<file path="src/rtl/lock_pkg.sv">
package lock_pkg;
  typedef enum logic {
    LK_LOCKED = 1'b0,
    LK_OPEN   = 1'b1
  } lock_mode_e;
endpackage

</file>
<file path="src/rtl/lock_key_gen.sv">
module lock_key_gen #(
  parameter int DW      = 8,
  parameter int EW      = 2,
  parameter int SW      = 3
) (
  input  logic [EW-1:0] entry_i,
  input  logic [SW-1:0] step_i,
  output logic [DW-1:0] key_o
);
  // key spread per entry and per step; truncated to the input width
  always_comb begin
    key_o = DW'(32'd165 + 32'd59 * 32'(entry_i) + 32'd23 * 32'(step_i));
  end
endmodule

</file>
<file path="src/rtl/lock_fsm.sv">
module lock_fsm
  import lock_pkg::*;
#(
  parameter int DW      = 8,
  parameter int CW      = 4,
  parameter int N_ENT   = 4,
  parameter int SEQ_LEN = 8,
  localparam int EW     = (N_ENT > 1) ? $clog2(N_ENT) : 1,
  localparam int SW     = (SEQ_LEN > 1) ? $clog2(SEQ_LEN) : 1,
  localparam int CMOD   = (1 << CW) - 1
) (
  input  logic          clk_i,
  input  logic          rst_ni,
  input  logic [DW-1:0] key_i,
  input  logic          bj_req_i,
  input  logic [EW-1:0] bj_idx_i,
  output logic          open_o,
  output logic          save_o,
  output logic          restore_o,
  output logic [CW-1:0] corr_o
);
  localparam logic [SW-1:0] LAST = SW'(SEQ_LEN - 1);

  lock_mode_e    mode_q;
  logic [EW-1:0] entry_q;
  logic [SW-1:0] step_q;
  logic [DW-1:0] exp_key;
  logic          hit;

  lock_key_gen #(.DW(DW), .EW(EW), .SW(SW)) u_key (
    .entry_i(entry_q),
    .step_i (step_q),
    .key_o  (exp_key)
  );

  assign hit       = (key_i == exp_key);
  assign open_o    = (mode_q == LK_OPEN);
  assign save_o    = open_o && bj_req_i;
  assign restore_o = !open_o && hit && (step_q == LAST);

  always_ff @(posedge clk_i or negedge rst_ni) begin
    if (!rst_ni) begin
      mode_q  <= LK_LOCKED;
      entry_q <= '0;
      step_q  <= '0;
    end else if (mode_q == LK_OPEN) begin
      if (bj_req_i) begin
        mode_q  <= LK_LOCKED;
        entry_q <= bj_idx_i;
        step_q  <= '0;
      end
    end else if (!hit) begin
      step_q <= '0;
    end else if (step_q == LAST) begin
      mode_q <= LK_OPEN;
      step_q <= '0;
    end else begin
      step_q <= step_q + 1'b1;
    end
  end

  // locked states always carry a nonzero, state-dependent mask
  always_comb begin
    if (open_o) corr_o = '0;
    else corr_o = CW'(((5 * int'(entry_q) + 3 * int'(step_q)) % CMOD) + 1);
  end


  relock_entry_chk: assert property (@(posedge clk_i) disable iff (!rst_ni)
    (open_o && bj_req_i) |=> (!open_o && entry_q == $past(bj_idx_i) && step_q == '0));

  locked_req_ignored_chk: assert property (@(posedge clk_i) disable iff (!rst_ni)
    (!open_o && !hit) |=> (!open_o && $stable(entry_q)));

  wrong_key_retry_chk: assert property (@(posedge clk_i) disable iff (!rst_ni)
    (!open_o && !hit) |=> (step_q == '0));

  locked_mask_chk: assert property (@(posedge clk_i) disable iff (!rst_ni)
    !open_o |-> (corr_o != '0));

  open_mask_chk: assert property (@(posedge clk_i) disable iff (!rst_ni)
    open_o |-> (corr_o == '0));
endmodule

</file>
<file path="src/rtl/guarded_acc.sv">
module guarded_acc #(
  parameter int DW = 8,
  parameter int CW = 4
) (
  input  logic          clk_i,
  input  logic          rst_ni,
  input  logic [DW-1:0] data_i,
  input  logic          run_i,
  input  logic          save_i,
  input  logic          restore_i,
  input  logic [CW-1:0] corr_i,
  output logic [DW-1:0] data_o
);
  logic [DW-1:0] acc_q, shadow_q;

  always_ff @(posedge clk_i or negedge rst_ni) begin
    if (!rst_ni) begin
      acc_q    <= '0;
      shadow_q <= '0;
    end else begin
      if (save_i) shadow_q <= acc_q;
      if (restore_i) acc_q <= shadow_q;
      else if (run_i) acc_q <= acc_q + data_i;
    end
  end

  // corruption bits wrap across the output nets
  for (genvar i = 0; i < DW; i++) begin : g_xor
    assign data_o[i] = acc_q[i] ^ corr_i[i % CW];
  end


  frozen_acc_chk: assert property (@(posedge clk_i) disable iff (!rst_ni)
    (!run_i && !restore_i) |=> $stable(acc_q));

  restore_val_chk: assert property (@(posedge clk_i) disable iff (!rst_ni)
    restore_i |=> (acc_q == $past(shadow_q)));
endmodule

</file>
<file path="src/rtl/seq_lock_top.sv">
module seq_lock_top #(
  parameter int DW      = 8,
  parameter int CW      = 4,
  parameter int N_ENT   = 4,
  parameter int SEQ_LEN = 8,
  localparam int EW     = (N_ENT > 1) ? $clog2(N_ENT) : 1
) (
  input  logic          clk_i,
  input  logic          rst_ni,
  input  logic [DW-1:0] data_i,
  input  logic          bj_req_i,
  input  logic [EW-1:0] bj_idx_i,
  output logic [DW-1:0] data_o,
  output logic [CW-1:0] corrupt_o,
  output logic          auth_o
);
  logic open, save, restore;

  lock_fsm #(.DW(DW), .CW(CW), .N_ENT(N_ENT), .SEQ_LEN(SEQ_LEN)) u_fsm (
    .clk_i    (clk_i),
    .rst_ni   (rst_ni),
    .key_i    (data_i),
    .bj_req_i (bj_req_i),
    .bj_idx_i (bj_idx_i),
    .open_o   (open),
    .save_o   (save),
    .restore_o(restore),
    .corr_o   (corrupt_o)
  );

  guarded_acc #(.DW(DW), .CW(CW)) u_acc (
    .clk_i    (clk_i),
    .rst_ni   (rst_ni),
    .data_i   (data_i),
    .run_i    (open && !bj_req_i),
    .save_i   (save),
    .restore_i(restore),
    .corr_i   (corrupt_o),
    .data_o   (data_o)
  );

  assign auth_o = open;
endmodule

</file>
<file path="config.mk">
export PLATFORM = sky130hd
export DESIGN_NAME = seq_lock_top
export DESIGN_NICKNAME = d
export VERILOG_FILES = /design/src/rtl/lock_pkg.sv /design/src/rtl/lock_key_gen.sv /design/src/rtl/lock_fsm.sv /design/src/rtl/guarded_acc.sv /design/src/rtl/seq_lock_top.sv
export SDC_FILE = /design/constraint.sdc
export NUM_CORES = 1
export LEC_CHECK = 0
export ABC_AREA = 1
export CAP_MARGIN = 5
export CELL_PAD_IN_SITES_DETAIL_PLACEMENT = 0
export CELL_PAD_IN_SITES_GLOBAL_PLACEMENT = 2
export CORE_ASPECT_RATIO = 1.2
export CORE_UTILIZATION = 37
export DETAILED_ROUTE_END_ITERATION = 8
export PLACE_DENSITY_LB_ADDON = 0.1
export SYNTH_ARGS = -nofsm -noshare
export SYNTH_HDL_FRONTEND = slang
export SYNTH_SLANG_ARGS = --single-unit
</file>
<file path="constraint.sdc">
create_clock -name clk_i -period 10.2 [get_ports clk_i]
set_clock_uncertainty 0.05 [all_clocks]
set_input_delay 2.55 -clock clk_i [delete_from_list [all_inputs] [get_ports clk_i]]
set_output_delay 2.55 -clock clk_i [all_outputs]
set_load 0.01 [all_outputs]
</file>
* Word level (Yosys, flattened, before mapping) *
Cells that the tools add are included.

cells by class
  add/subtract/negate cells = 6
  multipliers = 4
  div/mod/pow operators = 1
  eq/ne operators = 3
  mux-type cells = 11
  bitwise logic cells = 8
  reductions and logical operators = 8

operator list
  cell                     number
  $add A32 B32 Y32         1
  $mod A32 B5 Y32 const B  1
  $add A8 B8 Y8            2
  $mux W8                  2
  $mux W3                  4
  $add A8 B8 Y8 const A    1
  $eq A8 B8 Y1             1
  $mul A5 B3 Y8 const A    1
  $mul A6 B2 Y8 const A    1
  $xor A1 B1 Y1            8
  $mul A2 B3 Y5 const A    1
  $mul A3 B2 Y5 const A    1
  $add A4 B2 Y4 const B    1
  $logic_and A1 B1 Y1      4
  $mux W1                  4
  $mux W4                  1
  $add A3 B1 Y3 const B    1
  $eq A3 B3 Y1 const B     1
  $logic_not A1 Y1         2
  $ne A2 B2 Y1 const B     1
  $reduce_and A2 Y1        1
  $reduce_bool A2 Y1       1

storage, ports and cells
  register bits after elaboration = 22
  bits of input ports = 13
  output and inout port bits = 13
  word-level logic and storage cells = 46

* Logic depth before layout (Yosys ltp) *
Gate-level depths: netlist of run 1.

  word-level depth = 7
  depth in mapped cells = 29
  mapped depth without buffers = 29

* Cells and area by module *
Synthesis of run 1 repeated with hierarchy kept, for this count alone.

unflattened totals
  cells, all modules = 391
  area total of the unflattened synthesis = 3054.2 um2

modules (own cells, without submodules)
  module        instances  cells each  area an instance (um2)  seq. area each (um2)
  lock_fsm      1          196         1333.8                  150.1
  guarded_acc   1          118         1097.3                  400.4
  lock_key_gen  1          75          613.1                   0.0
  seq_lock_top  1          2           10.0                    0.0

* Worst setup path after synthesis of run 1 *
No wires, ideal clock.

  kind = reg2out
  start = register u_fsm.step_q[0]
  end = output port data_o[1]
  data arrival time = 4.313 ns
  data required time = 7.600 ns
  setup slack = 3.287 ns
  stages on the path, launching flop included = 27
  path buffers = 0
  cell sequence = dfrtp_1 -> ha_1 -> fa_1 -> xor2_1 -> ha_1 -> inv_2 -> nand3_1 -> nand2_2 -> ha_1 -> nand3_1 -> nor2_1 -> nor2_2 -> ha_1 -> nand3_1 -> nand2_1 -> inv_2 -> nand2_4 -> xor2_2 -> ha_1 -> nand3_2 -> nand3_2 -> nand2_1 -> nand2_1 -> inv_1 -> ha_1 -> nand2_1 -> xor2_1

on the way
  cells in the longest elaborated chain, start to end = 6

RTL lines
  what                      RTL line            RTL
  start: declaration        lock_fsm.sv:26      logic [SW-1:0] step_q;
  start signal: assignment  lock_fsm.sv:58      step_q <= step_q + 1'b1;
  $mul A2 B3 Y5             lock_fsm.sv:65      else corr_o = CW'(((5 * int'(entry_q) + 3 * int'(step_q)) % CMOD) + 1);
  $add A32 B32 Y32          lock_fsm.sv:65
  $mod A32 B5 Y32           lock_fsm.sv:65
  $add A4 B2 Y4             lock_fsm.sv:65
  $mux W4                   lock_fsm.sv:64      if (open_o) corr_o = '0;
  $xor A1 B1 Y1             guarded_acc.sv:29   assign data_o[i] = acc_q[i] ^ corr_i[i % CW];
  end: declaration          seq_lock_top.sv:13  output logic [DW-1:0] data_o,

Every way passes these cells.

* Worst setup path in the final report of run 1 *
  start = register u_fsm.step_q[0]
  end = output port data_o[6]

Same word-level chain as after synthesis.

==> results.yml, run 1 <==
critical_path:
  regToRegEndpoint: "u_acc.acc_q[0]"
  cp_top_family: "adder cells"
  cp_common_cell: "ha_1"
  start_kind: "register"
  worstPathArrival_ns: 5.60
  crit_path_end_kind: "output port"
  crit_type: "reg2out"
  r2r_cells: 16
  crit_buf_inv: 5
  crit_slowest_cell: "clkdlybuf4s50_1"
  cp_max_fo: 7
  ff2ff_setup_slack_ns: 5.34
  max_stage_delay_ns: 0.56
  r2r_start: "u_fsm.step_q[2]"
  crit_required_ns: 7.60
yosys:
  syn-num-nets: 425
  synth_edf_count: 0
  ys.warnings.count: 0
  syn_area_um2: 2796
  async_flop_share: 1.000
  ys_seq_area_frac: 0.1969
  syn_area_per_cell_um2: 7.661
  netlist_instances: 365
  ys_types: 38
  yosys-top-cells-count: "72 x nand2_1, 71 x inv_1, 35 x ha_1"
  synth.most_common_cell: "nand2_1"
  ys_top_cells_by_area: "dfrtp_1 20%, ha_1 16%, nand2_1 9.7%"
  synth_top_cell_area_share: 0.1969
  synth_area_leader_cell: "dfrtp_1"
  ys.flop_type: "dfrtp_1"
  ys_ff_latch: 22
grt:
  first_global_vias: 2451
  gr-usage-met2: 0.3179
  gr-max-usage-layer: "met2"
  grt_first_pass_wirelength_mm: 11.68
  grt_util_met3: 0.01596
  antenna_found_initial: 0
  overflow: 0
  grt_max_degree: 23
  track_usage: 0.1902
  use_met1: 0.2507
sta:
  rsz0062_at_grt: "false"
  tightest_slew_ns: 1.063
  timing.fmax_mhz: 122.0
  slew_headroom: 0.2892
  worst_hold_slack_ns: 0.4426
  tns_ns: 0
  layout_min_cycle_time_ns: 8.197
  hold_violations: 0
  slew_violations: 0
  fin_ws_ns: 2.003
  setup_viol: 0
  post-route-period-util: 0.8036
power_and_ir_drop:
  power.leakage_nw: 1.653
  vdd_drop_max_uv: 102.5
  power_frac_clock: 0.141
  p_comb_frac: 0.627
  seqPwrFrac: 0.231
  power_density_nw_per_um2: 143.6
  p_sw_frac: 0.4203
  p_int_uw: 266.7
  switchingPower_uw: 193.3
clock_tree:
  cts.sinks: 22
  ctsResizeCount: 0
  cts_made_buffers: 3
  h-tree-depth: 1
  clk_pin_slew_ns: 0.09
  cts_buffer_depth: 2
  cts_root_buf: "clkbuf_8"
  post_cts_buffers: 0
  clk_latency_ns: 0.27
  tritoncts: "yes"
  postCtsHoldBufs: 0
detailed_routing:
  vias: 2389
  wl_mm: 6.650
  ant_nets: 0
  drt-initial-drc-count: 53
  post_drt_wl_per_cell_um: 13.83
  route.detailed.drc: 0
  dr.pass1.iters: 4
  post_drt_via_cell_ratio: 4.967
die:
  die_h_um: 97.24
  io_pins: 26
  core-area_um2: 7274
  fp-row-count: 34
  die_w_um: 81.36
  initial_core_util: 0.3844
  dieArea_um2: 7911
final_layout:
  fillers: 751
  n_antenna_cell: 0
  final_net_count: 452
  syn2layout_area_growth_pct: 14.54
  drive_gt1_frac: 0.09207
hold_path:
  worstHoldEndpoint: "u_acc.shadow_q[0]"
  min_from: "u_acc.shadow_q[0]"
  min_path_type: "reg2reg"
  min_path_cells: 2
status:
  outcome: "finished clean"
placed_design:
  hpwl_mm: 5.478
  dp_slack_ns: 2.326
  port_buffers: 25
  gp_congestion: 0.7747
flow_run:
  maxCapViolations: 0
==> worst register-to-register path, stage by stage (launching register included) <==
cell and delay, ns:
dfrtp_1 0.65, fa_1 0.51, ha_1 0.31, fa_1 0.57
ha_1 0.21, inv_1 0.07, fa_1 0.50, or2_2 0.11
nand2_1 0.04, a221oi_1 0.19, o21ai_0 0.11, nor2_1 0.16
nand4_1 0.12, nor3_2 0.41, nand3_1 0.19, nand2_1 0.33
o221ai_1 0.17
==> routing by layer <==
layer,up-vias,share of wire
met4,0,0.021
met1,1118,0.46
li1,1230,-
met5,-,0
met3,8,0.027
met2,33,0.49
==> kinds of logic (layout without fill, tap and decap cells) <==
family / Yosys count / in the layout / synth area share
adders and majority gates: 47 / 47 / 0.2425
xor gates and xnor gates: 25 / 25 / 0.08099
AOI/OAI and AO/OA: 45 / 45 / 0.1078
DFF: 22 / 22 / 0.1969
buffers and inverters: 79 / 105 / 0.1060
and+or+nand+nor: 147 / 147 / 0.2658
==> layout by cell type (no fill, tap or decap), drive strengths merged <==
cell / synthesis / layout
a211oi: 2 / 2
a21boi: 3 / 3
a21oi: 8 / 8
a221oi: 1 / 1
and2: 1 / 1
clkbuf: 2 / 4
clkdlybuf4s50: 0 / 25
clkinv: 1 / 1
dfrtp: 22 / 22
fa: 12 / 12
ha: 35 / 35
inv: 75 / 75
nand2: 83 / 83
nand3: 21 / 21
nand4: 16 / 16
nor2: 21 / 21
nor3: 1 / 1
nor3b: 1 / 1
o2111ai: 2 / 2
o211ai: 1 / 1
o21ai: 17 / 17
o21bai: 1 / 1
o221ai: 8 / 8
o31ai: 1 / 1
o32ai: 1 / 1
or2: 3 / 3
xnor2: 8 / 8
xor2: 17 / 17
==> stage by stage <==
stage | instance area (um^2) | power [mW] | instances | utilization
final | 3203 | 0.4600 | 481 | 0.4403
after global routing | 3203 | 0.5023 | 481 | 0.4403
after CTS | 3203 | 0.4666 | 481 | 0.4403
after detailed placement | 3148 | 0.3988 | 477 | 0.4327
after global placement | 3148 | 0.3982 | 477 | 0.4327
after floorplan | 2796 | 0.2878 | 365 | -
==> power groups by stage <==
stage,clock (mW),combinational [mW],sequential [mW]
floorplan,0,0.183,0.105
global placement,0,0.290,0.108
detailed placement,0,0.291,0.108
CTS,0.0670,0.293,0.106
global route,0.0701,0.324,0.108
finish,0.0651,0.289,0.106
==> cell type report <==
| type | count | area [um^2] | area share |
|---|---|---|---|
| multi-input combinational | 264 | 1949 | 0.6086 |
| sequential | 22 | 550.5 | 0.1719 |
| inverter | 76 | 285.3 | 0.08906 |
| timing repair buffer | 25 | 250.2 | 0.07813 |
| tap | 90 | 112.6 | 0.03516 |
| clock buffer | 4 | 55.05 | 0.01719 |
==> state kept, by name, summed over array words and instances, names as in the netlist <==
signal,cells
u_acc.acc_q,8
u_fsm.step_q,3
u_fsm.open_o,1
u_fsm.entry_q,2
u_acc.shadow_q,8
==> how the worst max path moves through the flow <==
stage | slack [ns] | from | endpoint | depth (start not counted)
2_1_floorplan | 3.29 | u_fsm.step_q[0] | data_o[1] | 26
3_3_place_gp | 2.43 | u_fsm.step_q[0] | data_o[1] | 27
3_5_place_dp | 2.33 | u_fsm.step_q[0] | data_o[6] | 29
4_1_cts | 2.00 | u_fsm.step_q[0] | data_o[6] | 29
5_1_grt | 1.57 | u_fsm.step_q[0] | data_o[6] | 30
6_report | 2.00 | u_fsm.step_q[0] | data_o[6] | 29
Note: power is estimated with default switching activity, not from simulation.
==> run 2, diff against run 1 <==
--- a/config.mk
+++ b/config.mk
@@ -10,7 +10,7 @@
 export CELL_PAD_IN_SITES_DETAIL_PLACEMENT = 0
 export CELL_PAD_IN_SITES_GLOBAL_PLACEMENT = 2
 export CORE_ASPECT_RATIO = 1.2
-export CORE_UTILIZATION = 37
+export CORE_UTILIZATION = 31
 export DETAILED_ROUTE_END_ITERATION = 8
 export PLACE_DENSITY_LB_ADDON = 0.1
 export SYNTH_ARGS = -nofsm -noshare
==> constraint.sdc (replaced) <==
create_clock -name clk_i -period 7.4 [get_ports clk_i]
set_clock_uncertainty 0.05 [all_clocks]
set_input_delay 1.85 -clock clk_i [delete_from_list [all_inputs] [get_ports clk_i]]
set_output_delay 1.85 -clock clk_i [all_outputs]
set_load 0.01 [all_outputs]
==> run 2 against run 1 <==
- non-clock buffer count increased by 10
- first-iteration DRC count increased by 75%
- sequential cell count unchanged
- total power increased by 39%
- register-to-register slack got worse by 2.7 ns
- largest power group unchanged
==> results.yml, run 2 (synthesis gave the netlist of run 1 again) <==
detailed_routing:
  ant_nets: 0
  post_drt_via_cell_ratio: 4.597
  post_drt_wl_per_cell_um: 13.57
  vias: 2381
  dr.pass1.iters: 4
  drt-initial-drc-count: 93
  wl_mm: 7.030
  route.detailed.drc: 0
grt:
  track_usage: 0.1672
  overflow: 0
  antenna_found_initial: 0
  grt_max_degree: 23
  first_global_vias: 2456
  grt_first_pass_wirelength_mm: 12.16
power_and_ir_drop:
  power.leakage_nw: 1.737
  switchingPower_uw: 268.5
  power_frac_clock: 0.142
  p_sw_frac: 0.4206
  vdd_drop_max_uv: 95.66
  power_density_nw_per_um2: 189.7
  p_comb_frac: 0.631
  seqPwrFrac: 0.227
  p_int_uw: 369.9
  total_power_uw: 638.4
placed_design:
  hpwl_mm: 5.783
  gp_congestion: 0.7786
  place_inst: 508
  port_buffers: 25
die:
  io_pins: 26
  die_w_um: 88.70
  fp-row-count: 37
  die_h_um: 106.0
  core-area_um2: 8657
  initial_core_util: 0.3230
  dieArea_um2: 9406
final_layout:
  finalNonFillerCells: 518
  final_util: 0.3886
  reg.largest.list: "u_acc.acc_q (8), u_acc.shadow_q (8), u_fsm.step_q (3)"
  final_cell_mix: "71 x inv_1, 71 x nand2_1, 31 x ha_1, 21 x clkdlybuf4s50_1, 21 x dfrtp_1"
  drive_gt1_frac: 0.1322
  syn2layout_area_growth_pct: 20.31
  fillers: 919
  final_net_count: 462
  n_antenna_cell: 0
clock_tree:
  clk_latency_ns: 0.27
  tritoncts: "yes"
  cts_root_buf: "clkbuf_8"
  cts.sinks: 22
  cts_buffer_depth: 2
  cts_made_buffers: 3
  clk_pin_slew_ns: 0.09
  h-tree-depth: 1
  postCtsHoldBufs: 0
critical_path:
  max_stage_delay_ns: 0.55
  r2r_cells: 17
  ff2ff_setup_slack_ns: 2.64
  r2r_start: "u_fsm.step_q[0]"
  worstSetupPathDepth: 28
  cp_common_cell: "nand2_1"
  critPathLaunch: "u_fsm.step_q[1]"
  crit_required_ns: 5.50
  crit_path_end_kind: "output port"
  crit_type: "reg2out"
  cp_max_fo: 5
  cp_top_family: "adder cells"
  crit_slowest_cell: "clkdlybuf4s50_1"
  worstPathArrival_ns: 5.10
  crit_buf_inv: 5
  start_kind: "register"
sta:
  layout_min_cycle_time_ns: 6.998
  tightest_slew_ns: 1.081
  worst_hold_slack_ns: 0.4432
  slew_violations: 0
  hold_violations: 0
  post-route-period-util: 0.9457
  timing.fmax_mhz: 142.9
  setup_viol: 0
  slew_headroom: 0.2773
status:
  outcome: "finished clean"
hold_path:
  min_path_type: "reg2reg"
  min_path_cells: 2
  min_from: "u_acc.shadow_q[3]"
flow_run:
  maxCapViolations: 0
## run 2: cell count changes in the layout (fill, tap and decap cells not counted), moves of 3 or more
cell | previous run | this run
buf_4 | 0 | 10
ha_1 | 35 | 31
clkdlybuf4s50_1 | 25 | 21
dlymetal6s2s_1 | 0 | 4
ha_2 | 0 | 3
## run 2: timing repair
action | CTS | global route
resized for setup | 1 | 12
pin swaps | 0 | 1
setup buffers | 0 | 6
setup endpoints to repair | 4 | 11
## run 2: tightest hold or removal path, cell delays in order (launching register included)
cell,delay [ns]
dfrtp_1,0.35
nand2_1,0.05
o21ai_0,0.06
## run 2: power by group through the flow
stage               logic [mW]  clock network (mW)  registers [mW]
floorplan                0.252                   0           0.145
global placement         0.408                   0           0.148
detailed placement       0.406                   0           0.148
CTS                      0.409              0.0927           0.145
global route             0.459              0.0971           0.148
finish                   0.403              0.0904           0.145
## run 2: metrics by stage
stage	area, um^2	setup slack, ns	setup TNS (ns)
final	3364	0.4018	0
after detailed placement	3212	0.2951	0
after CTS	3268	0.02214	0
after global routing	3364	-0.01584	-0.01584
after floorplan	2796	1.187	0
after global placement	3212	0.4197	0
## run 2: final timing paths
| kind | endpoint |
|---|---|
| worst max register to register | u_acc.acc_q[0] |
| worst min register to register | u_acc.shadow_q[3] |
| worst min-delay path | u_acc.shadow_q[3] |
| worst max-delay path | corrupt_o[2] |
| max in group asynchronous | u_fsm.step_q[1] |
| min in group asynchronous | u_fsm.open_o |
## run 2: routing by layer
metal | global-route usage | routed length, um | vias to the layer above
met5 | 0 | 0 | -
met4 | 0.02765 | 44 | 0
met3 | 0.01087 | 119 | 4
met2 | 0.2885 | 3564 | 28
met1 | 0.2301 | 3301 | 1100
li1 | - | - | 1249
## run 2: area by class of cell
cell class	instances	area (um^2)	area share
timing repair buffer	35	335.3	0.09967
multi-input combinational	264	1991	0.5917
inverter	76	285.3	0.08479
clock buffer	4	55.05	0.01636
tap	117	146.4	0.04351
sequential	22	551.8	0.1640
==> run 3, diff against run 2 <==
--- a/config.mk
+++ b/config.mk
@@ -5,12 +5,11 @@
 export SDC_FILE = /design/constraint.sdc
 export NUM_CORES = 1
 export LEC_CHECK = 0
-export ABC_AREA = 1
 export CAP_MARGIN = 5
 export CELL_PAD_IN_SITES_DETAIL_PLACEMENT = 0
 export CELL_PAD_IN_SITES_GLOBAL_PLACEMENT = 2
 export CORE_ASPECT_RATIO = 1.2
-export CORE_UTILIZATION = 31
+export CORE_UTILIZATION = 34
 export DETAILED_ROUTE_END_ITERATION = 8
 export PLACE_DENSITY_LB_ADDON = 0.1
 export SYNTH_ARGS = -nofsm -noshare
==> run 3 against run 2 <==
- the flow now finishes with violations (design-rule violations)
- synthesized area decreased by 0.63%
- highest routed layer unchanged
- wire length about the same
- via count decreased by 6.9%
- non-clock buffer count increased by 12
- core utilization grew 4.6 points
- largest power group is now registers
- cell area increased by 0.63%
==> results.yml, run 3 <==
status:
  outcome: "complete, but fails checks"
  failed_checks: "design-rule violations"
sta:
  setup_viol: 0
  slew_headroom: 0.3176
  layout_min_cycle_time_ns: 7.220
  tns_ns: 0
  slew_violations: 0
  rsz0062_at_grt: "true"
  tightest_slew_ns: 1.020
  timing.fmax_mhz: 138.5
  worst_hold_slack_ns: 0.4413
  fin_ws_ns: 0.1799
  hold_violations: 0
  post-route-period-util: 0.9757
yosys:
  netlist_instances: 292
  synth_area_leader_cell: "dfrtp_1"
  ys_seq_area_frac: 0.1981
  ys.warnings.count: 0
  syn_area_um2: 2779
  ys.flop_type: "dfrtp_1"
  async_flop_share: 1.000
  synth_top_cell_area_share: 0.1981
  syn_area_per_cell_um2: 9.517
  synth_edf_count: 0
  yosys-top-cells-count: "35 x ha_1, 35 x inv_1, 22 x dfrtp_1, 22 x xnor2_1, 20 x nor2_1"
  ys_top_cells_by_area: "dfrtp_1 20%, ha_1 16%, fa_1 8.6%"
  ys_ff_latch: 22
  syn-num-nets: 352
  ys_types: 66
critical_path:
  cp_max_fo: 4
  start_kind: "register"
  crit_path_end_kind: "output port"
  worstPathArrival_ns: 5.32
  crit_type: "reg2out"
  regToRegEndpoint: "u_acc.acc_q[3]"
  r2r_start: "u_fsm.step_q[1]"
  crit_required_ns: 5.50
  ff2ff_setup_slack_ns: 2.72
  r2r_cells: 15
grt:
  antenna_found_initial: 0
  first_global_vias: 2217
  grt_first_pass_wirelength_mm: 11.30
  grt_max_degree: 23
  overflow: 0
  track_usage: 0.1709
die:
  die_w_um: 84.53
  dieArea_um2: 8540
  fp-row-count: 35
  io_pins: 26
  die_h_um: 101.0
  core-area_um2: 7795
  initial_core_util: 0.3565
power_and_ir_drop:
  power_density_nw_per_um2: 67.98
  power.leakage_nw: 1.695
  total_power_uw: 230.2
  p_sw_frac: 0.2191
  p_comb_frac: 0.101
  power_frac_clock: 0.377
  vdd_drop_max_uv: 77.25
  p_int_uw: 179.7
  switchingPower_uw: 50.41
  seqPwrFrac: 0.522
final_layout:
  drive_gt1_frac: 0.2107
  fin_area_um2: 3386
  finalNonFillerCells: 429
  final_net_count: 398
  mostFrequentLayoutCell: "inv_1"
  syn2layout_area_growth_pct: 21.84
  n_antenna_cell: 0
  reg.largest.list: "u_acc.acc_q (8), u_acc.shadow_q (8), u_fsm.step_q (3)"
  final_util: 0.4344
  fillers: 760
  final_cell_mix: "35 x inv_1, 30 x ha_1, 22 x buf_4, 22 x dfrtp_1, 21 x xnor2_1"
detailed_routing:
  wl_mm: 7.032
  post_drt_wl_per_cell_um: 16.39
  dr.pass1.iters: 6
  route.detailed.drc: 2
  vias: 2217
  post_drt_via_cell_ratio: 5.168
  drt-initial-drc-count: 53
  ant_nets: 0
clock_tree:
  tritoncts: "yes"
  cts_buffer_depth: 2
  cts_root_buf: "clkbuf_8"
  clk_pin_slew_ns: 0.08
  h-tree-depth: 1
  postCtsHoldBufs: 0
  cts_made_buffers: 3
  cts.sinks: 22
  clk_latency_ns: 0.26
placed_design:
  placed_area_um2: 3212
  hpwl_mm: 5.589
  place_inst: 417
  port_buffers: 25
  dp_slack_ns: 0.01166
  gp_congestion: 0.8242
hold_path:
  min_path_type: "reg2reg"
  min_from: "u_acc.shadow_q[1]"
  min_path_cells: 2
  worstHoldEndpoint: "u_acc.acc_q[1]"
flow_run:
  maxCapViolations: 0
## run 3: cell families after synthesis
kind of cell	Yosys count	share of synthesized area
adder cells (fa/ha/maj)	47	0.2440
flip-flops	22	0.1981
XOR/XNOR	33	0.1094
AND/OR/NAND/NOR	74	0.1472
AO/OA/AOI/OAI	63	0.1878
buffers and inverters	41	0.06078
multiplexers	12	0.05268
## run 3: worst max path at each step
stage	from	endpoint	slack, ns	depth (start not counted)
after floorplan	u_fsm.step_q[1]	data_o[5]	0.31	20
after global placement	u_fsm.step_q[1]	data_o[5]	0.01	23
after detailed placement	u_fsm.step_q[1]	data_o[6]	0.01	23
after CTS	u_fsm.step_q[0]	data_o[6]	-0.002	24
after global routing	u_fsm.step_q[0]	data_o[3]	-0.04	22
final	u_fsm.step_q[1]	data_o[3]	0.18	21
## run 3: repair_timing
action	4_1_cts	5_1_grt
buffers inserted	3	5
pin swaps	3	9
gates resized for setup	12	12
endpoints found under the setup margin	8	9
## run 3: per-layer routing
metal  track usage  vias to the layer above  part of all wire
li1              -                     1117                 -
met1        0.2044                     1058              0.44
met5             0                        -                 0
met2        0.3277                       32              0.52
met3       0.01556                       10             0.018
met4       0.04172                        0             0.021
## run 3: critical path: stages (launching register included)
cell,delay [ns]
dfrtp_1,0.39
buf_4,0.15
fa_1,0.54
ha_2,0.28
or2_4,0.26
a21oi_4,0.15
nor2_1,0.05
ha_1,0.19
a31oi_1,0.19
ha_2,0.20
inv_1,0.05
or3_1,0.39
o221ai_2,0.16
or2_4,0.16
xnor2_2,0.12
ha_2,0.30
and3_2,0.21
nor3b_1,0.14
a22o_2,0.23
nor2_2,0.21
xnor2_1,0.14
clkdlybuf4s50_1,0.56
## run 3: layout make-up
cell class              instances  area, um^2  share of cell area
repair buffers                 47       409.1              0.1208
flip-flops and latches         22       550.5              0.1626
inverters                      35       131.4             0.03880
clock buffers                   4       55.05             0.01626
well taps                      92       115.1             0.03400
multi-input cells             229        2125              0.6275
## run 3: power groups by stage
| stage | sequential [mW] | clock (mW) | combinational [mW] |
|---|---|---|---|
| after floorplan | 0.123 | 0 | 0.0105 |
| after global placement | 0.123 | 0 | 0.0236 |
| after detailed placement | 0.123 | 0 | 0.0238 |
| after CTS | 0.120 | 0.0888 | 0.0238 |
| after global routing | 0.120 | 0.0942 | 0.0261 |
| final | 0.120 | 0.0868 | 0.0233 |
